**src/rtl/conv_rs_pkg.sv**
```systemverilog
package conv_rs_pkg;

    localparam int PIX_W = 8;
    localparam int WGT_W = 8;
    localparam int ACC_W = 20;

    typedef logic signed [PIX_W-1:0] pix_t;
    typedef logic signed [WGT_W-1:0] wgt_t;
    typedef logic signed [ACC_W-1:0] acc_t;

    typedef enum logic {
        SEQ_IDLE = 1'b0,
        SEQ_RUN  = 1'b1
    } seq_state_e;

    // tag that travels alongside a slice whose row sums complete an output
    typedef struct packed {
        logic vld;
        logic last;
    } beat_tag_t;

    function automatic acc_t mac_step(acc_t acc_in, pix_t px, wgt_t wt);
        acc_t prod;
        prod = acc_t'(px) * acc_t'(wt);
        return acc_in + prod;
    endfunction

endpackage

```
**src/rtl/rs_mac_cell.sv**
```systemverilog
module rs_mac_cell
    import conv_rs_pkg::*;
(
    input  logic clk,
    input  logic rst,
    input  pix_t px,
    input  wgt_t wt,
    input  acc_t psum_in,
    output acc_t psum_out
);

    always_ff @(posedge clk) begin
        if (rst) begin
            psum_out <= '0;
        end else begin
            psum_out <= mac_step(psum_in, px, wt);
        end
    end

endmodule

```
**src/rtl/rs_row_pe.sv**
```systemverilog
module rs_row_pe
    import conv_rs_pkg::*;
#(
    parameter int K = 3
) (
    input  logic clk,
    input  logic rst,
    input  pix_t px,
    input  wgt_t wt_row [K],
    output acc_t row_sum
);

    // transposed 1D systolic chain: the pixel is broadcast, partial sums ripple
    acc_t link [K+1];

    assign link[0] = '0;

    for (genvar t = 0; t < K; t++) begin : g_tap
        rs_mac_cell u_cell (
            .clk      (clk),
            .rst      (rst),
            .px       (px),
            .wt       (wt_row[t]),
            .psum_in  (link[t]),
            .psum_out (link[t+1])
        );
    end

    assign row_sum = link[K];

endmodule

```
**src/rtl/rs_weight_bank.sv**
```systemverilog
module rs_weight_bank
    import conv_rs_pkg::*;
#(
    parameter int K = 3
) (
    input  logic                         clk,
    input  logic                         rst,
    input  logic                         busy,
    input  logic                         we,
    input  logic [$clog2(K*K+1)-1:0]     addr,
    input  wgt_t                         data,
    output wgt_t                         grid [K][K]
);

    localparam int TAPS = K * K;
    localparam int AW   = $clog2(TAPS + 1);
    localparam logic [AW-1:0] ADDR_LIM = AW'(TAPS);

    wgt_t                   bank [TAPS];
    logic [TAPS*WGT_W-1:0]  flat;

    always_ff @(posedge clk) begin
        if (rst) begin
            for (int i = 0; i < TAPS; i++) begin
                bank[i] <= '0;
            end
        end else if (we && !busy && (addr < ADDR_LIM)) begin
            bank[addr] <= data;
        end
    end

    for (genvar i = 0; i < TAPS; i++) begin : g_flat
        assign flat[i*WGT_W +: WGT_W] = bank[i];
    end

    for (genvar k = 0; k < K; k++) begin : g_row
        for (genvar t = 0; t < K; t++) begin : g_col
            assign grid[k][t] = bank[k*K + t];
        end
    end


    weights_frozen_chk: assert property (@(posedge clk) disable iff (rst)
        busy |=> $stable(flat));

endmodule

```
**src/rtl/rs_seq_fsm.sv**
```systemverilog
module rs_seq_fsm
    import conv_rs_pkg::*;
#(
    parameter int N = 8,
    parameter int K = 3
) (
    input  logic                                       clk,
    input  logic                                       rst,
    input  logic                                       en,
    output logic                                       busy,
    output logic                                       take,
    output logic [((N > 1) ? $clog2(N) : 1)-1:0]       col,
    output beat_tag_t                                  tag
);

    localparam int BANDS  = N - K + 1;
    localparam int COL_W  = (N > 1) ? $clog2(N) : 1;
    localparam int BAND_W = (BANDS > 1) ? $clog2(BANDS) : 1;
    localparam logic [COL_W-1:0]  COL_LAST  = COL_W'(N - 1);
    localparam logic [COL_W-1:0]  COL_FIRST = COL_W'(K - 1);
    localparam logic [BAND_W-1:0] BAND_LAST = BAND_W'(BANDS - 1);

    seq_state_e         state;
    logic [BAND_W-1:0]  band;

    assign busy = (state == SEQ_RUN);
    assign take = busy || en;

    always_ff @(posedge clk) begin
        if (rst) begin
            state <= SEQ_IDLE;
            col   <= '0;
            band  <= '0;
        end else if (take) begin
            if (col == COL_LAST) begin
                col <= '0;
                if (band == BAND_LAST) begin
                    band  <= '0;
                    state <= SEQ_IDLE;
                end else begin
                    band  <= band + 1'b1;
                    state <= SEQ_RUN;
                end
            end else begin
                col   <= col + 1'b1;
                state <= SEQ_RUN;
            end
        end
    end

    always_comb begin
        tag.vld  = take && (col >= COL_FIRST);
        tag.last = take && (col == COL_LAST) && (band == BAND_LAST);
    end


    slice_step_chk: assert property (@(posedge clk) disable iff (rst)
        (busy && col != COL_LAST) |=> (busy && col == $past(col) + 1'b1));


    restart_ignored_chk: assert property (@(posedge clk) disable iff (rst)
        (busy && en && col != COL_LAST) |=> (col != '0));


    idle_home_chk: assert property (@(posedge clk) disable iff (rst)
        !busy |-> (col == '0 && band == '0));

endmodule

```
**src/rtl/conv_rs_array.sv**
```systemverilog
module conv_rs_array
    import conv_rs_pkg::*;
#(
    parameter int N = 8,
    parameter int K = 3
) (
    input  logic                         clk,
    input  logic                         rst,
    input  logic                         en,
    input  logic [K*PIX_W-1:0]           pix_in,
    input  logic                         wt_we,
    input  logic [$clog2(K*K+1)-1:0]     wt_addr,
    input  logic [WGT_W-1:0]             wt_data,
    output logic [ACC_W-1:0]             out_data,
    output logic                         out_valid,
    output logic                         done
);

    localparam int COL_W = (N > 1) ? $clog2(N) : 1;
    localparam logic [COL_W-1:0] COL_FIRST = COL_W'(K - 1);

    logic              busy;
    logic              take;
    logic [COL_W-1:0]  col;
    beat_tag_t         tag_d;
    beat_tag_t         tag_q;
    wgt_t              wt_grid [K][K];
    pix_t              lane    [K];
    acc_t              row_sum [K];
    acc_t              total;

    rs_seq_fsm #(.N(N), .K(K)) u_seq (
        .clk  (clk),
        .rst  (rst),
        .en   (en),
        .busy (busy),
        .take (take),
        .col  (col),
        .tag  (tag_d)
    );

    rs_weight_bank #(.K(K)) u_wbank (
        .clk  (clk),
        .rst  (rst),
        .busy (busy),
        .we   (wt_we),
        .addr (wt_addr),
        .data (wgt_t'(wt_data)),
        .grid (wt_grid)
    );

    for (genvar k = 0; k < K; k++) begin : g_pe
        assign lane[k] = pix_t'(pix_in[k*PIX_W +: PIX_W]);

        rs_row_pe #(.K(K)) u_pe (
            .clk     (clk),
            .rst     (rst),
            .px      (lane[k]),
            .wt_row  (wt_grid[k]),
            .row_sum (row_sum[k])
        );
    end

    always_comb begin
        total = '0;
        for (int k = 0; k < K; k++) begin
            total = total + row_sum[k];
        end
    end

    always_ff @(posedge clk) begin
        if (rst) begin
            tag_q     <= '0;
            out_valid <= 1'b0;
            done      <= 1'b0;
            out_data  <= '0;
        end else begin
            tag_q     <= tag_d;
            out_valid <= tag_q.vld;
            done      <= tag_q.vld && tag_q.last;
            out_data  <= tag_q.vld ? total : '0;
        end
    end


    done_with_valid_chk: assert property (@(posedge clk) disable iff (rst)
        done |-> out_valid);


    done_single_chk: assert property (@(posedge clk) disable iff (rst)
        done |=> !done);


    first_out_latency_chk: assert property (@(posedge clk) disable iff (rst)
        (take && col == COL_FIRST) |-> ##2 out_valid);


    quiet_output_chk: assert property (@(posedge clk) disable iff (rst)
        !out_valid |-> (out_data == '0));

endmodule

```
**config.mk**
```make
export PLATFORM = sky130hd
export DESIGN_NAME = conv_rs_array
export DESIGN_NICKNAME = d
export VERILOG_FILES = /design/src/rtl/conv_rs_pkg.sv /design/src/rtl/rs_mac_cell.sv /design/src/rtl/rs_row_pe.sv /design/src/rtl/rs_weight_bank.sv /design/src/rtl/rs_seq_fsm.sv /design/src/rtl/conv_rs_array.sv
export SDC_FILE = /design/constraint.sdc
export NUM_CORES = 2
export LEC_CHECK = 0
export BUFFER_PORTS_ARGS = -buffer_cell sky130_fd_sc_hd__buf_2
export CORE_MARGIN = 5
export CORE_UTILIZATION = 53
export CTS_CLUSTER_SIZE = 16
export DETAILED_ROUTE_END_ITERATION = 10
export PLACE_DENSITY = 0.8
export SYNTH_ARGS = -nofsm -noshare
export SYNTH_HDL_FRONTEND = slang
export SYNTH_SLANG_ARGS = --single-unit
```
**constraint.sdc**
```tcl
create_clock -name clk -period 5.85 [get_ports clk]
set_clock_uncertainty 0.05 [all_clocks]
set_input_delay 0 -clock clk [delete_from_list [all_inputs] [get_ports clk]]
set_output_delay 0 -clock clk [all_outputs]
set_load 0.05 [all_outputs]
```
==> results.txt <==
nets: 4945
CP bufs+invs: 4
Global Route Usage Sum: 0.219
core outline area: 66900 um2
Final Hold Viols: 0
WP data arrival: 6.20 ns
largest net degree at the start of global routing: 77
Overflow after GRT: 0
DR vias/cell: 5.25
sequential area share after synthesis: 0.173
Vias: 25649
Worst Hold Depth: 2
dpl cell area: 37700 um2
slowest stage cell, crit path: fa_1
FFs w/ async S/R, synth: 0
clock transition at the registers of the reported paths: 0.06 ns
DR pass1 iterations: 5
Port Buffers: 61
die area: 72400 um2
outcome: completed
Syn Area/Cell: 9.35 um2
initial drt markers: 1264
wire per inst: 16.5 um
post-DP HPWL: 64.0 mm
GPL Wtd Cong: 0.895
Initial Util: 0.532
critical path depth in cells: 23
critical path cell sequence: buf_6 > and2_4 > fa_1 > ha_1 > inv_1 > fa_1 > fa_1 > inv_1 > ha_4 > buf_4 > o21ai_2 > o21bai_1 > o31a_1 > a21oi_2 > xnor2_1 > ha_1 > a21o_1 > a21o_1 > a21o_1 > a221o_1 > a21oi_2 > o2bb2ai_2 > mux2_4
maxcap violations: 0
Gate Count Post-Synth: 3807
num rows: 95
Tcrit/Tclk final: 0.996
DRC Markers: 0
crit-path max cell delay: 0.51 ns
FF-to-FF path depth: 23
Yosys reg bits: 271
Top Ports: 62
TritonCTS clock tree: built
RSZ-0062 raised after global routing: yes
Main synth FF type: dfxtp_1
die width: 269 um
Setup TNS Final: 0 ns
area growth from synthesis to layout: 11.4%
Chip Height: 269 um
Mapped Area: 35600 um2
Max Fclk: 172 MHz
clk sinks: 271
Slew @ Worst Pin: 1.17 ns
Root Driver: clkbuf_16
IR drop worst, VDD: 0.311 mV
antenna violations before repair: 3
WP data required: 6.22 ns
crit-path max FO: 6
CP delay by family, top: adder cells
Final setup violation count: 0
worst skew pair latency: 0.53 ns
leakage power: 19.5 nW
fin area: 39700 um2
Worst setup SP type: flip-flop
Final Routed Wirelength: 80.5 mm
Clock Path Buffers: 3
synth unique cells: 64
synth warn: 0
syn_nets: 4764
fin crit period: 5.83 ns
first-pass GRT wire length: 132 mm
Post-synth EDFFs: 72
CP endpoint kind: flip-flop
cts bufs inserted: 34
# fillers: 5437
power density over the cells: 494 nW/um2
kind of critical path: flip-flop to flip-flop
post-route ant nets: 0
worst min path class: input port to flip-flop
H-tree levels: 2
vias in the first global route: 27067
Worst slew margin: 0.211
share of post-route cells with drive strength above 1: 0.105
Final Max Slew Viols: 0
[registers in the layout, indices dropped and copies added (netlist names)]
register	flops
out_data	20
u_wbank.bank	72
u_seq.col	3
u_seq.busy	1
done	1
tag_q	2
g_pe.u_pe.g_tap.u_cell.psum_out	168
out_valid	1
u_seq.band	3
[power breakdown]
part | internal [mW] | switching (mW) | leakage (nW) | total, mW
Clock | 1.19 | 0.837 | 0.511 | 2.02
Sequential | 2.45 | 0.319 | 2.38 | 2.77
Combinational | 6.72 | 8.07 | 16.6 | 14.8
[path summary, 6_finish.rpt]
check                                         from                                         to  slack [ns]
worst max-delay path            u_wbank.bank[5][4]  g_pe[1].u_pe.g_tap[2].u_cell.psum_out[18]        0.02
worst min-delay path                    wt_data[2]                         u_wbank.bank[7][2]        0.03
worst max register to register  u_wbank.bank[5][4]  g_pe[1].u_pe.g_tap[2].u_cell.psum_out[18]        0.02
worst min register to register            tag_q[0]                                       done        0.38
[layer usage]
metal | GRT usage | up-vias | wire length (um)
met4 | 0.0679 | 6 | 2330
met2 | 0.372 | 637 | 38700
li1 | - | 12249 | -
met1 | 0.289 | 12599 | 34700
met3 | 0.0347 | 158 | 4700
met5 | 0 | - | 46
[synthesized netlist by cell type, types with 5 or more instances]
master    instances  area, um2
inv_1           745       2800
fa_1            521      10400
and2_1          444       2780
ha_1            396       4950
dfxtp_1         199       3980
nor2_1          192        721
nand2_1         191        717
xnor2_1         178       1560
a21oi_1         143        716
o21ai_0          84        420
nor2b_1          82        513
a21o_1           75        563
edfxtp_1         72       2160
xor2_1           70        613
clkbuf_1         67        251
nand2b_1         62        388
nor3_1           44        220
o21a_1           24        180
o21bai_1         23        173
a211oi_1         20        150
a31oi_1          18        113
or2_2            15       93.8
nand3_1          14       70.1
and3_1           13       81.3
nor3b_1           9       67.6
o31ai_1           7       52.6
buf_1             6       22.5
mux2_2            6       67.6
nand4_1           6       37.5
or3_1             6       37.5
a311oi_1          5       43.8
a41oi_1           5       43.8
o211ai_1          5       37.5
[worst reg2reg max path: stages (launching register included)]
cell       delay (ns)
edfxtp_1         0.40
buf_6            0.15
and2_4           0.16
fa_1             0.48
ha_1             0.29
inv_1            0.05
fa_1             0.50
fa_1             0.51
inv_1            0.06
ha_4             0.21
buf_4            0.14
o21ai_2          0.16
o21bai_1         0.13
o31a_1           0.34
a21oi_2          0.17
xnor2_1          0.18
ha_1             0.30
a21o_1           0.16
a21o_1           0.17
a21o_1           0.19
a221o_1          0.31
a21oi_2          0.17
o2bb2ai_2        0.13
mux2_4           0.31
[stage by stage]
| step | hold slack [ns] | utilization | total power [mW] | cells | setup slack [ns] |
|---|---|---|---|---|---|
| floorplan | 0.148 | - | 12.8 | 3807 | 0.00810 |
| global placement | 0.298 | 0.563 | 15.7 | 4792 | -0.00139 |
| detailed placement | 0.333 | 0.563 | 16.1 | 4792 | -0.0884 |
| CTS | 0.00677 | 0.581 | 18.3 | 4860 | 0.00437 |
| global route | 0.00755 | 0.592 | 21.4 | 4885 | -0.209 |
| finish | 0.0285 | 0.593 | 19.6 | 4887 | 0.0217 |
[cells by family after synthesis]
| group | Yosys count | synth area share |
|---|---|---|
| xor+xnor | 248 | 0.0610 |
| compound gates | 455 | 0.0820 |
| buf+inv | 818 | 0.0863 |
| flops | 271 | 0.173 |
| simple gates | 1091 | 0.164 |
| fa+ha+maj | 917 | 0.432 |
| mux | 7 | 0.00221 |
[final cells by class]
type | instances | area (um2) | share of cell area
well taps | 873 | 1090 | 0.0275
repair buffers | 218 | 1530 | 0.0385
multi-input cells | 2718 | 27000 | 0.681
inverters | 745 | 2800 | 0.0705
flip-flops and latches | 271 | 6150 | 0.155
clock inverters | 16 | 130 | 0.00328
clock buffers | 44 | 940 | 0.0237
diodes | 2 | 5.00 | 0.000126
[what timing repair did]
| item | in CTS | in global routing |
|---|---|---|
| resized for setup | 8 | 150 |
| hold buffers | 6 | 0 |
| setup buffers | 2 | 25 |
| endpoints found under the setup margin | 6 | 37 |
| hold endpoints to repair | 50 | 0 |
| pin swaps | 7 | 83 |
[cells in the final DEF (no fill, tap or decap), types with 29 or more instances in the layout]
cell       netlist  routed
nor3_1          44      42
a21o_1          75      75
a21oi_1        143     113
a21oi_2          1      29
buf_4            0     145
nand2_1        191     189
dfxtp_1        199     199
and2_1         444     435
buf_2            0      60
xnor2_1        178     170
o21ai_0         84      63
nor2_1         192     192
fa_1           521     517
inv_1          745     732
clkbuf_16        0      35
ha_1           396     379
edfxtp_1        72      72
nor2b_1         82      80
xor2_1          70      70
nand2b_1        62      62
Power figures use the tool's default switching activity.
